$ cat src/rtl/qspi_xip_pkg.sv
// Shared types and constants for the quad SPI read sequencer.
// Assumes: the flash's quad-enable setting is already made elsewhere.
package qspi_xip_pkg;

    // Transaction phases of the sequencer.
    typedef enum logic [2:0] {
        ST_IDLE,
        ST_CMD,
        ST_ADDR,
        ST_MODE,
        ST_DATA,
        ST_EXIT,
        ST_GAP
    } seq_state_t;

    // How many data lines the transmit shifter drives.
    typedef enum logic [1:0] {
        LANE_OFF,
        LANE_ONE,
        LANE_FOUR
    } lane_t;

    localparam logic [7:0] OP_QUAD_READ = 8'hE3;
    localparam logic [7:0] OP_LEAVE     = 8'hFF;
    localparam logic [7:0] MODE_STAY    = 8'h20;
    localparam logic [7:0] MODE_NORMAL  = 8'h00;

endpackage

$ cat src/rtl/qspi_sclk_gen.sv
// Serial clock phase generator: divides the system clock by two while a
// transaction runs and parks low otherwise (SPI mode 0).
// Assumes: 'hold' only freezes the clock and never pulses 'run'.
module qspi_sclk_gen (
    input  logic clk,
    input  logic rst_n,
    input  logic run,
    input  logic hold,
    output logic sclk,
    output logic rise,
    output logic fall
);

    logic ph;

    // Toggle the phase every system clock while running and not held.
    always_ff @(posedge clk) begin
        if (!rst_n) begin
            ph <= 1'b0;
        end else if (!run) begin
            ph <= 1'b0;
        end else if (!hold) begin
            ph <= ~ph;
        end
    end

    assign sclk = ph;
    assign rise = run && !hold && !ph;
    assign fall = run && !hold && ph;

    AST_CLK_PARKED: assert property (@(posedge clk) disable iff (!rst_n)
        !run |-> !sclk);

endmodule

$ cat src/rtl/qspi_tx_shifter.sv
// Transmit shift register: holds the command or header word and presents
// it on one line (MSB on io[0]) or four lines (top nibble on io[3:0]).
// Assumes: 'load' has priority over 'shift'; lane selects width per clock.
module qspi_tx_shifter
    import qspi_xip_pkg::*;
#(
    parameter int WORD_W = 32
) (
    input  logic              clk,
    input  logic              rst_n,
    input  logic              load,
    input  logic [WORD_W-1:0] load_word,
    input  logic              shift,
    input  lane_t             lane,
    output logic [3:0]        io_out,
    output logic [3:0]        io_oe
);

    logic [WORD_W-1:0] sreg;

    // Load a new word or advance by one bit or one nibble per serial clock.
    always_ff @(posedge clk) begin
        if (!rst_n) begin
            sreg <= '0;
        end else if (load) begin
            sreg <= load_word;
        end else if (shift) begin
            case (lane)
                LANE_ONE:  sreg <= sreg << 1;
                LANE_FOUR: sreg <= sreg << 4;
                default:   sreg <= sreg;
            endcase
        end
    end

    // Map the register head onto the data lines and their enables.
    always_comb begin
        case (lane)
            LANE_ONE: begin
                io_out = {3'b000, sreg[WORD_W-1]};
                io_oe  = 4'b0001;
            end
            LANE_FOUR: begin
                io_out = sreg[WORD_W-1 -: 4];
                io_oe  = 4'b1111;
            end
            default: begin
                io_out = 4'b0000;
                io_oe  = 4'b0000;
            end
        endcase
    end

endmodule

$ cat src/rtl/qspi_rx_packer.sv
// Receive packer: joins two nibbles (high first) into a byte and offers it
// on a one-entry valid/ready output; requests a clock stall when full.
// Assumes: 'sample' pulses only on serial clock rising edges in the data phase.
module qspi_rx_packer (
    input  logic       clk,
    input  logic       rst_n,
    input  logic       start,
    input  logic       sample,
    input  logic [3:0] io_in,
    input  logic       rd_ready,
    output logic       rd_valid,
    output logic [7:0] rd_data,
    output logic       stall
);

    logic       want_hi;
    logic [3:0] nib_hi;
    logic       capture_byte;

    assign capture_byte = sample && !want_hi;

    // Track which half of the byte the next nibble fills.
    always_ff @(posedge clk) begin
        if (!rst_n) begin
            want_hi <= 1'b1;
            nib_hi  <= 4'h0;
        end else if (start) begin
            want_hi <= 1'b1;
        end else if (sample) begin
            if (want_hi) begin
                nib_hi  <= io_in;
                want_hi <= 1'b0;
            end else begin
                want_hi <= 1'b1;
            end
        end
    end

    // Hold a completed byte until the consumer takes it.
    always_ff @(posedge clk) begin
        if (!rst_n) begin
            rd_valid <= 1'b0;
            rd_data  <= 8'h00;
        end else if (capture_byte) begin
            rd_valid <= 1'b1;
            rd_data  <= {nib_hi, io_in};
        end else if (rd_ready) begin
            rd_valid <= 1'b0;
        end
    end

    assign stall = !want_hi && rd_valid && !rd_ready;

    AST_NO_OVERFLOW: assert property (@(posedge clk) disable iff (!rst_n)
        capture_byte |-> !(rd_valid && !rd_ready));

endmodule

$ cat src/rtl/qspi_xip_reader.sv
// Quad SPI execute-in-place read sequencer (top). Runs one framed read per
// request: optional command byte, aligned address, mode byte, data. Keeps a
// flag for the flash's continuous-read state and can send the exit sequence.
// Assumes: req_len is nonzero for reads; request fields are stable while
// req_valid is high; MIN_GAP is at least 2.
module qspi_xip_reader
    import qspi_xip_pkg::*;
#(
    parameter int LEN_W   = 8,
    parameter int MIN_GAP = 2
) (
    input  logic             clk,
    input  logic             rst_n,
    input  logic             req_valid,
    output logic             req_ready,
    input  logic [23:0]      req_addr,
    input  logic [LEN_W-1:0] req_len,
    input  logic             req_keep,
    input  logic             req_exit,
    output logic             qspi_sclk,
    output logic             qspi_cs_n,
    output logic [3:0]       qspi_io_out,
    output logic [3:0]       qspi_io_oe,
    input  logic [3:0]       qspi_io_in,
    output logic             rd_valid,
    input  logic             rd_ready,
    output logic [7:0]       rd_data
);

    localparam int               CNT_W      = LEN_W + 1;
    localparam logic [CNT_W-1:0] BYTE_CLKS  = CNT_W'(7);
    localparam logic [CNT_W-1:0] ADDR_CLKS  = CNT_W'(5);
    localparam logic [CNT_W-1:0] MODE_CLKS  = CNT_W'(1);
    localparam logic [CNT_W-1:0] GAP_LOAD   = CNT_W'(MIN_GAP - 2);
    localparam logic [23:0]      ALIGN_MASK = 24'hFF_FFF0;

    seq_state_t       state;
    logic [CNT_W-1:0] cnt;
    logic [31:0]      hdr_word;
    logic [LEN_W-1:0] len_q;
    logic             keep_q;
    logic             cont_q;

    logic        run, hold, rise, fall;
    logic        accept, tx_load, tx_shift, rx_stall, rx_sample;
    logic [31:0] tx_word;
    logic [31:0] new_hdr;
    lane_t       lane;

    assign accept    = (state == ST_IDLE) && req_valid;
    assign req_ready = (state == ST_IDLE);
    assign run       = (state != ST_IDLE) && (state != ST_GAP);
    assign qspi_cs_n = !run;
    assign hold      = (state == ST_DATA) && rx_stall;
    assign rx_sample = rise && (state == ST_DATA);

    // Build the address-plus-mode word from the incoming request.
    always_comb begin
        new_hdr = {req_addr & ALIGN_MASK, req_keep ? MODE_STAY : MODE_NORMAL};
    end

    // Choose what the transmit shifter loads and when it advances.
    always_comb begin
        tx_load = 1'b0;
        tx_word = hdr_word;
        if (accept) begin
            tx_load = 1'b1;
            if (req_exit) begin
                tx_word = {OP_LEAVE, 24'h0};
            end else if (cont_q) begin
                tx_word = new_hdr;
            end else begin
                tx_word = {OP_QUAD_READ, 24'h0};
            end
        end else if ((state == ST_CMD) && fall && (cnt == '0)) begin
            tx_load = 1'b1;
            tx_word = hdr_word;
        end
        tx_shift = fall && !tx_load;
    end

    // Select the line width for the current phase.
    always_comb begin
        case (state)
            ST_CMD, ST_EXIT:  lane = LANE_ONE;
            ST_ADDR, ST_MODE: lane = LANE_FOUR;
            default:          lane = LANE_OFF;
        endcase
    end

    // Phase sequencing, clock counting and continuous-read tracking.
    always_ff @(posedge clk) begin
        if (!rst_n) begin
            state    <= ST_IDLE;
            cnt      <= '0;
            hdr_word <= '0;
            len_q    <= '0;
            keep_q   <= 1'b0;
            cont_q   <= 1'b0;
        end else begin
            case (state)
                ST_IDLE: begin
                    if (req_valid) begin
                        hdr_word <= new_hdr;
                        len_q    <= req_len;
                        keep_q   <= req_keep;
                        if (req_exit) begin
                            state <= ST_EXIT;
                            cnt   <= BYTE_CLKS;
                        end else if (cont_q) begin
                            state <= ST_ADDR;
                            cnt   <= ADDR_CLKS;
                        end else begin
                            state <= ST_CMD;
                            cnt   <= BYTE_CLKS;
                        end
                    end
                end
                ST_CMD: begin
                    if (fall) begin
                        if (cnt == '0) begin
                            state <= ST_ADDR;
                            cnt   <= ADDR_CLKS;
                        end else begin
                            cnt <= cnt - 1'b1;
                        end
                    end
                end
                ST_ADDR: begin
                    if (fall) begin
                        if (cnt == '0) begin
                            state <= ST_MODE;
                            cnt   <= MODE_CLKS;
                        end else begin
                            cnt <= cnt - 1'b1;
                        end
                    end
                end
                ST_MODE: begin
                    if (fall) begin
                        if (cnt == '0) begin
                            state  <= ST_DATA;
                            cnt    <= {len_q, 1'b0} - 1'b1;
                            cont_q <= keep_q;
                        end else begin
                            cnt <= cnt - 1'b1;
                        end
                    end
                end
                ST_DATA: begin
                    if (fall) begin
                        if (cnt == '0) begin
                            state <= ST_GAP;
                            cnt   <= GAP_LOAD;
                        end else begin
                            cnt <= cnt - 1'b1;
                        end
                    end
                end
                ST_EXIT: begin
                    if (fall) begin
                        if (cnt == '0) begin
                            state  <= ST_GAP;
                            cnt    <= GAP_LOAD;
                            cont_q <= 1'b0;
                        end else begin
                            cnt <= cnt - 1'b1;
                        end
                    end
                end
                ST_GAP: begin
                    if (cnt == '0) begin
                        state <= ST_IDLE;
                    end else begin
                        cnt <= cnt - 1'b1;
                    end
                end
                default: state <= ST_IDLE;
            endcase
        end
    end

    qspi_sclk_gen u_sclk (
        .clk   (clk),
        .rst_n (rst_n),
        .run   (run),
        .hold  (hold),
        .sclk  (qspi_sclk),
        .rise  (rise),
        .fall  (fall)
    );

    qspi_tx_shifter #(.WORD_W(32)) u_tx (
        .clk       (clk),
        .rst_n     (rst_n),
        .load      (tx_load),
        .load_word (tx_word),
        .shift     (tx_shift),
        .lane      (lane),
        .io_out    (qspi_io_out),
        .io_oe     (qspi_io_oe)
    );

    qspi_rx_packer u_rx (
        .clk      (clk),
        .rst_n    (rst_n),
        .start    (accept),
        .sample   (rx_sample),
        .io_in    (qspi_io_in),
        .rd_ready (rd_ready),
        .rd_valid (rd_valid),
        .rd_data  (rd_data),
        .stall    (rx_stall)
    );

    AST_CMD_ONE_LANE: assert property (@(posedge clk) disable iff (!rst_n)
        ((state == ST_CMD) || (state == ST_EXIT)) |-> (qspi_io_oe == 4'b0001));

    AST_ADDR_ALIGNED: assert property (@(posedge clk) disable iff (!rst_n)
        ((state == ST_ADDR) && (cnt == '0)) |-> (qspi_io_out == 4'h0));

    AST_LEN_NONZERO: assert property (@(posedge clk) disable iff (!rst_n)
        (accept && !req_exit) |-> (req_len != '0));

    AST_DATA_RELEASED: assert property (@(posedge clk) disable iff (!rst_n)
        (state == ST_DATA) |-> (qspi_io_oe == 4'b0000));

    AST_GAP_MIN: assert property (@(posedge clk) disable iff (!rst_n)
        $rose(qspi_cs_n) |=> qspi_cs_n);

    AST_BUSY_HOLDOFF: assert property (@(posedge clk) disable iff (!rst_n)
        (req_valid && req_ready) |=> !req_ready);

endmodule

$ cat config.mk
export PLATFORM = sky130hd
export DESIGN_NAME = qspi_xip_reader
export DESIGN_NICKNAME = d
export VERILOG_FILES = /design/src/rtl/qspi_xip_pkg.sv /design/src/rtl/qspi_sclk_gen.sv /design/src/rtl/qspi_tx_shifter.sv /design/src/rtl/qspi_rx_packer.sv /design/src/rtl/qspi_xip_reader.sv
export SDC_FILE = /design/constraint.sdc
export NUM_CORES = 1
export LEC_CHECK = 0
export ABC_AREA = 1
export BUFFER_PORTS_ARGS = -buffer_cell sky130_fd_sc_hd__buf_2
export CAP_MARGIN = 20
export CELL_PAD_IN_SITES_DETAIL_PLACEMENT = 1
export CELL_PAD_IN_SITES_GLOBAL_PLACEMENT = 1
export CORE_MARGIN = 2
export CORE_UTILIZATION = 37
export DETAILED_ROUTE_END_ITERATION = 10
export PLACE_DENSITY = 0.77
export SLEW_MARGIN = 20
export SYNTH_ARGS = -nofsm -noshare
export SYNTH_HDL_FRONTEND = slang
export SYNTH_SLANG_ARGS = --single-unit
$ cat constraint.sdc
create_clock -name clk -period 1.8 [get_ports clk]
set_input_delay 0.09 -clock clk [delete_from_list [all_inputs] [get_ports clk]]
set_output_delay 0.09 -clock clk [all_outputs]
set_load 0.005 [all_outputs]
# Word-level counts from Yosys, hierarchy flattened
# Cells that the tools add are included.
# totals
output_inout_bits,20
regBits,97
# op_classes
eq_ne,22
reduce_logical,38
mux,46
bitwise,3
add_sub_neg,2
# op_table
op,count
two-way mux 32 bit,5
two-way mux 9 bit,10
one-hot mux 32 bit (2 select lines),1
one-hot mux 9 bit (6 select lines),1
two-way mux 3 bit,11
"inequality test 2 bit, second input constant",10
one-hot mux 3 bit (6 select lines),1
"subtractor 9 x 1 -> 9 bit, second input constant",2
one-hot mux 4 bit (2 select lines),2
logical AND 1 bit,13
AND reduction 10 bit,1
"== test 3 bit, second input constant",3
logical NOT 9 bit,1
two-way mux 1 bit,9
OR reduction 2 bit,4
AND reduction 7 bit,1
"== test 3 x 2 -> 1 bit, second input constant",2
logical NOT 1 bit,6
two-way mux 2 bit,3
two-way mux 6 bit,1
"inequality test 2 x 1 -> 1 bit, second input constant",3
AND reduction 2 bit,3
nonzero test 2 bit,3
nonzero test 3 bit,2
other kinds (11),13

# Depth between registers and ports, before layout
# depth
depth_word,15
mapped_depth,12
ltp_nobuf,12

# By module
# A second synthesis with hierarchy kept.
# unflattened
hier_cells,813
hier_area_um2,5281.3
# by_module_without_submodules
mod,area_per_inst_um2,n_inst,seq_area_each_um2,cells_each
qspi_xip_reader,2411.1,1,840.8,338
qspi_tx_shifter,2278.4,1,640.6,392
qspi_rx_packer,530.5,1,280.3,72
qspi_sclk_gen,61.3,1,20.0,11

# Worst setup path before layout
# No wires, ideal clock.
# synth_timing
kind,register -> register
start,register cnt[0]
end,register u_tx.sreg[22]
required_time_ns,1.683
setup_time_ns,0.117
path_stages_with_launch,11
slack_ns,0.087
path_buffers,1
arrival_time_ns,1.596
cell_sequence,dfxtp_1 -> inv_1 -> ha_1 -> nand3_2 -> nor2_4 -> nand2_4 -> o21ai_4 -> buf_2 -> o21ai_0 -> a21oi_1 -> nor2_1
# synth_between
elab_chain_cells,8
elab_cells_between_ends,10
classes_between,mux: 3; reduce/logical: 7
# synth_lines
item,line_no,source
start: declaration,qspi_xip_reader.sv:38,logic [CNT_W-1:0] cnt;
start signal: assignment,qspi_xip_reader.sv:125,cnt <= cnt - 1'b1;
start signal: assignment,qspi_xip_reader.sv:135,cnt <= cnt - 1'b1;
start signal: assignment,qspi_xip_reader.sv:143,"cnt <= {len_q, 1'b0} - 1'b1;"
logical NOT 9 bit *,qspi_xip_reader.sv:75,end else if ((state == ST_CMD) && fall && (cnt == '0)) begin
logical AND 1 bit *,qspi_xip_reader.sv:75,
two-way mux 1 bit *,qspi_xip_reader.sv:75,
two-way mux 1 bit *,qspi_xip_reader.sv:66,if (accept) begin
logical NOT 1 bit,qspi_xip_reader.sv:79,tx_shift = fall && !tx_load;
logical AND 1 bit,qspi_xip_reader.sv:79,
nonzero test 2 bit (no source line),-,
AND reduction 2 bit (no source line),-,
end signal: assignment,qspi_tx_shifter.sv:29,LANE_ONE: sreg <= sreg << 1;
end signal: assignment,qspi_tx_shifter.sv:30,LANE_FOUR: sreg <= sreg << 4;
end signal: assignment,qspi_tx_shifter.sv:31,default: sreg <= sreg;
end: declaration,qspi_tx_shifter.sv:19,logic [WORD_W-1:0] sreg;
# Every way passes the cells marked *; elsewhere a longest branch is shown, timed or not.
# A chain may end at the register's enable or synchronous reset.

# Final worst setup path
# layout_timing
start,register state[0]
end,register u_tx.sreg[21]
# layout_between
elab_chain_cells,13
elab_cells_between_ends,32
classes_between,eq/ne: 8; mux: 7; reduce/logical: 17
# layout_lines
item,line_no,source
start: declaration,qspi_xip_reader.sv:37,seq_state_t state;
start signal: assignment,qspi_xip_reader.sv:94,state <= ST_IDLE;
start signal: assignment,qspi_xip_reader.sv:108,state <= ST_EXIT;
start signal: assignment,qspi_xip_reader.sv:111,state <= ST_ADDR;
== test 3 bit,qspi_xip_reader.sv:54,assign hold = (state == ST_DATA) && rx_stall;
logical AND 1 bit,qspi_xip_reader.sv:54,
logical NOT 1 bit,-,
logical AND 1 bit (2 in series),qspi_sclk_gen.sv:29,assign fall = run && !hold && ph;
logical AND 1 bit (2 in series),qspi_xip_reader.sv:75,
two-way mux 1 bit,qspi_xip_reader.sv:75,
two-way mux 1 bit,qspi_xip_reader.sv:66,
logical NOT 1 bit,qspi_xip_reader.sv:79,
logical AND 1 bit,qspi_xip_reader.sv:79,
nonzero test 2 bit (no source line),-,
AND reduction 2 bit (no source line),-,
# Parallel ways exist; a longest one is shown, timed or not. The select of a mux whose other input is x is not followed.

==> key figures <==
Drt
  – WL/cell: 15.3 um
  – First-pass DRT Iterations: 4
  – M1 WL: 5820 um
  – ANT nets after route: 0
  – Vias: 4420
  – Routed WL: 13300 um
  – Met2 WL post-DR: 6930 um
  – Post-route DRC: 0
  – DRT iter0 DRCs: 108
  – Max Used Layer: met4
  – Routed vias/inst: 5.07
  – DR WL met3: 392 um

Clock tree
  – Clock Tree Root: clkbuf_16
  – Htree depth: 3
  – CTS tree: yes
  – Clock sink count: 84
  – Clock tree buffer depth: 2
  – Clock Latency Late Sink: 350 ps
  – TritonCTS Buffers: 9
  – Clk pin slew, worst setup/hold paths: 60 ps

Cells and area
  – Post-route cell area: 5470 um^2
  – Nets: 769
  – Final std cells w/o fill: 872
  – Area grow syn2layout: 28.5%
  – Share of cells above drive strength 1: 26.1%
  – Fillers: 1481
  – Diode count: 0

Worst setup path
  – Reg2reg start: state[0]
  – CP max FO: 10
  – Worst R2R End: u_tx.sreg[21]
  – Setup CP Type: reg -> reg
  – R2r worst-path depth: 11
  – Critical Path Sink Type: register
  – Crit path DAT: 2010 ps
  – Critical Path Start Type: register
  – Worst R2R Setup Slack: 30 ps
  – Req. time, crit path: 2040 ps

Floorplan
  – Starting Density: 37.6%
  – Die area: 12400 um^2
  – IO Count: 62
  – Core Region: 11300 um^2
  – Die Y-Extent: 111 um
  – Die width: 111 um
  – Rows: 39

Worst hold path
  – Hold Crit Depth: 3
  – Worst Min Path Start: req_addr[4]
  – HP Class: in -> reg
  – WHS Endpoint: hdr_word[12]

Yosys
  – Syn avg cell area: 6.74 um^2
  – Fraction of registers with async set/reset: 0%
  – Synth cell types: 35
  – Seq/Total Area, Yosys: 39.5%
  – Post-Synthesis Cells: 631
  – Top FF cell, synth: dfxtp_1
  – Post-synthesis cell area: 4250 um^2
  – Ys Warns: 0
  – EDFF count, synth: 0
  – FF+latch count, synth: 84
  – Synth Net Count: 675

Global route
  – Pin count of the biggest net entering global routing: 36
  – Tot GR Track Use: 20.7%
  – Grt ovf: 0
  – Vias in the first global route: 4324
  – Initial antenna violation count: 0
  – First-pass GRT wire length: 20900 um

Timing
  – Final period utilization: 98.5%
  – Relative slew margins: 65.7%
  – Setup-failing EPs final: 0
  – Fmax: 564 MHz
  – Unrepaired setup endpoints after global routing: yes
  – Final Skew: 8.36 ps
  – Tmin final: 1770 ps
  – Final Hold Fails: 0
  – Slew Limit Fails: 0
  – Worst-Margin Slew: 510 ps

Place
  – Placed insts: 836
  – Dpl hpwl: 9120 um
  – Final GP Congestion: 0.873
  – Count of input and output buffers: 57
  – DP Area: 4830 um^2

Pwr
  – Leak Pwr: 2.43 nW
  – Final Power: 10.9 mW
  – Max IR drop VDD: 1070 uV
  – Pwr per Cell Area: 1990 nW/um^2

Run
  – Max cap viols: 0

Outcome
  – Status: finished clean
==> logic make-up (layout without fill, tap and decap cells) <==
kind of cell,after synthesis,after routing,synth area share (%)
AO/OA/AOI/OAI,164,164,19.9
flip-flops,84,84,39.5
XOR/XNOR,10,10,2.06
multiplexers,3,3,0.706
adder cells (fa/ha/maj),2,2,0.588
AND/OR/NAND/NOR,277,277,27.6
buffers and inverters,91,189,9.62
==> flip-flops by register name (all words and copies together), names as in the netlist <==
name / flops
cnt: 9
state: 3
u_rx.rd_valid: 1
u_rx.rd_data: 8
u_sclk.sclk: 1
u_rx.want_hi: 1
len_q: 8
cont_q: 1
u_rx.nib_hi: 4
u_tx.sreg: 27
hdr_word: 21
==> placed cells by master (no fill, tap or decap), types with 6 or more instances in the layout <==
cell,synthesis,routed
o21ai_0,84,70
or2_2,10,10
nand2_2,5,12
nor2_1,87,84
buf_2,10,57
nand2_1,133,125
nand3_1,21,19
inv_1,53,49
xor2_1,8,8
o21ai_1,8,17
clkbuf_16,0,9
dfxtp_1,84,79
a21oi_1,66,64
buf_4,5,47
nor3_1,7,6
==> where the power goes <==
part,switching [mW],internal (mW)
clock,0.761,1.25
combinational,3.65,2.53
sequential,0.336,2.37
total,4.75,6.15
==> worst max-delay path by stage <==
stage / start / endpoint / slack [ps] / cells after the start
after global placement: cnt[0] / cnt[2] / -30 / 12
after CTS: cnt[0] / u_tx.sreg[26] / -20 / 10
after global routing: state[0] / u_tx.sreg[21] / -80 / 11
after floorplan: cnt[0] / u_tx.sreg[22] / 90 / 10
after detailed placement: cnt[0] / cnt[6] / -30 / 12
final: state[0] / u_tx.sreg[21] / 30 / 11
==> layout make-up <==
cell class / count / area [um^2] / share of cell area (%)
clock buffer: 11 / 243 / 4.44
multi-input combinational: 456 / 2270 / 41.6
timing repair buffer: 112 / 752 / 13.8
clock inverter: 4 / 73.8 / 1.35
sequential: 84 / 1690 / 31.0
inverter: 60 / 241 / 4.42
timing repair inverter: 2 / 12.5 / 0.229
tap: 143 / 179 / 3.27
==> layer usage <==
layer  global-route usage [%]  vias up
li1                         -     2216
met1                     25.0     2132
met2                     37.5       56
met3                     4.81       16
met4                     4.53        0
met5                        0        -
==> through the flow <==
step	hold slack, ps	setup WS (ps)	TNS (ps)	utilization, %
floorplan	228	86.7	0	-
global placement	359	-26.6	-26.6	42.7
detailed placement	366	-33.9	-72.0	42.7
CTS	7.94	-18.8	-51.5	45.8
global route	13.0	-77.3	-1020	48.3
finish	6.69	27.0	0	48.3
==> synth_stat cells (4+ instances only) <==
| master | count | area share (%) |
|---|---|---|
| a21oi_1 | 66 | 7.8 |
| buf_2 | 10 | 1.2 |
| buf_4 | 5 | 0.88 |
| buf_6 | 4 | 1.1 |
| clkbuf_1 | 11 | 0.97 |
| dfxtp_1 | 84 | 40 |
| inv_1 | 53 | 4.7 |
| inv_2 | 4 | 0.35 |
| nand2_1 | 133 | 12 |
| nand2_2 | 5 | 0.74 |
| nand3_1 | 21 | 2.5 |
| nor2_1 | 87 | 7.7 |
| nor3_1 | 7 | 0.82 |
| o21ai_0 | 84 | 9.9 |
| o21ai_1 | 8 | 0.94 |
| or2_2 | 10 | 1.5 |
| xor2_1 | 8 | 1.6 |
==> critical path, cell delays in order (launching register included) <==
cell and delay, ps:
dfxtp_2 350, nor2_4 180, nand2_2 100, inv_1 110
nand2_2 100, nand3_2 130, inv_4 50, nor2_4 140
clkinv_4 110, buf_4 160, o21ai_0 160, nor2_1 70
==> timing repair <==
item,CTS,global route
pin swaps,1,15
buffers inserted,0,16
setup endpoints to repair,15,48
gates cloned,0,3
gates resized for setup,4,60
hold buffers,2,0
hold endpoints to repair,2,0
(Power assumes the default switching activity.)
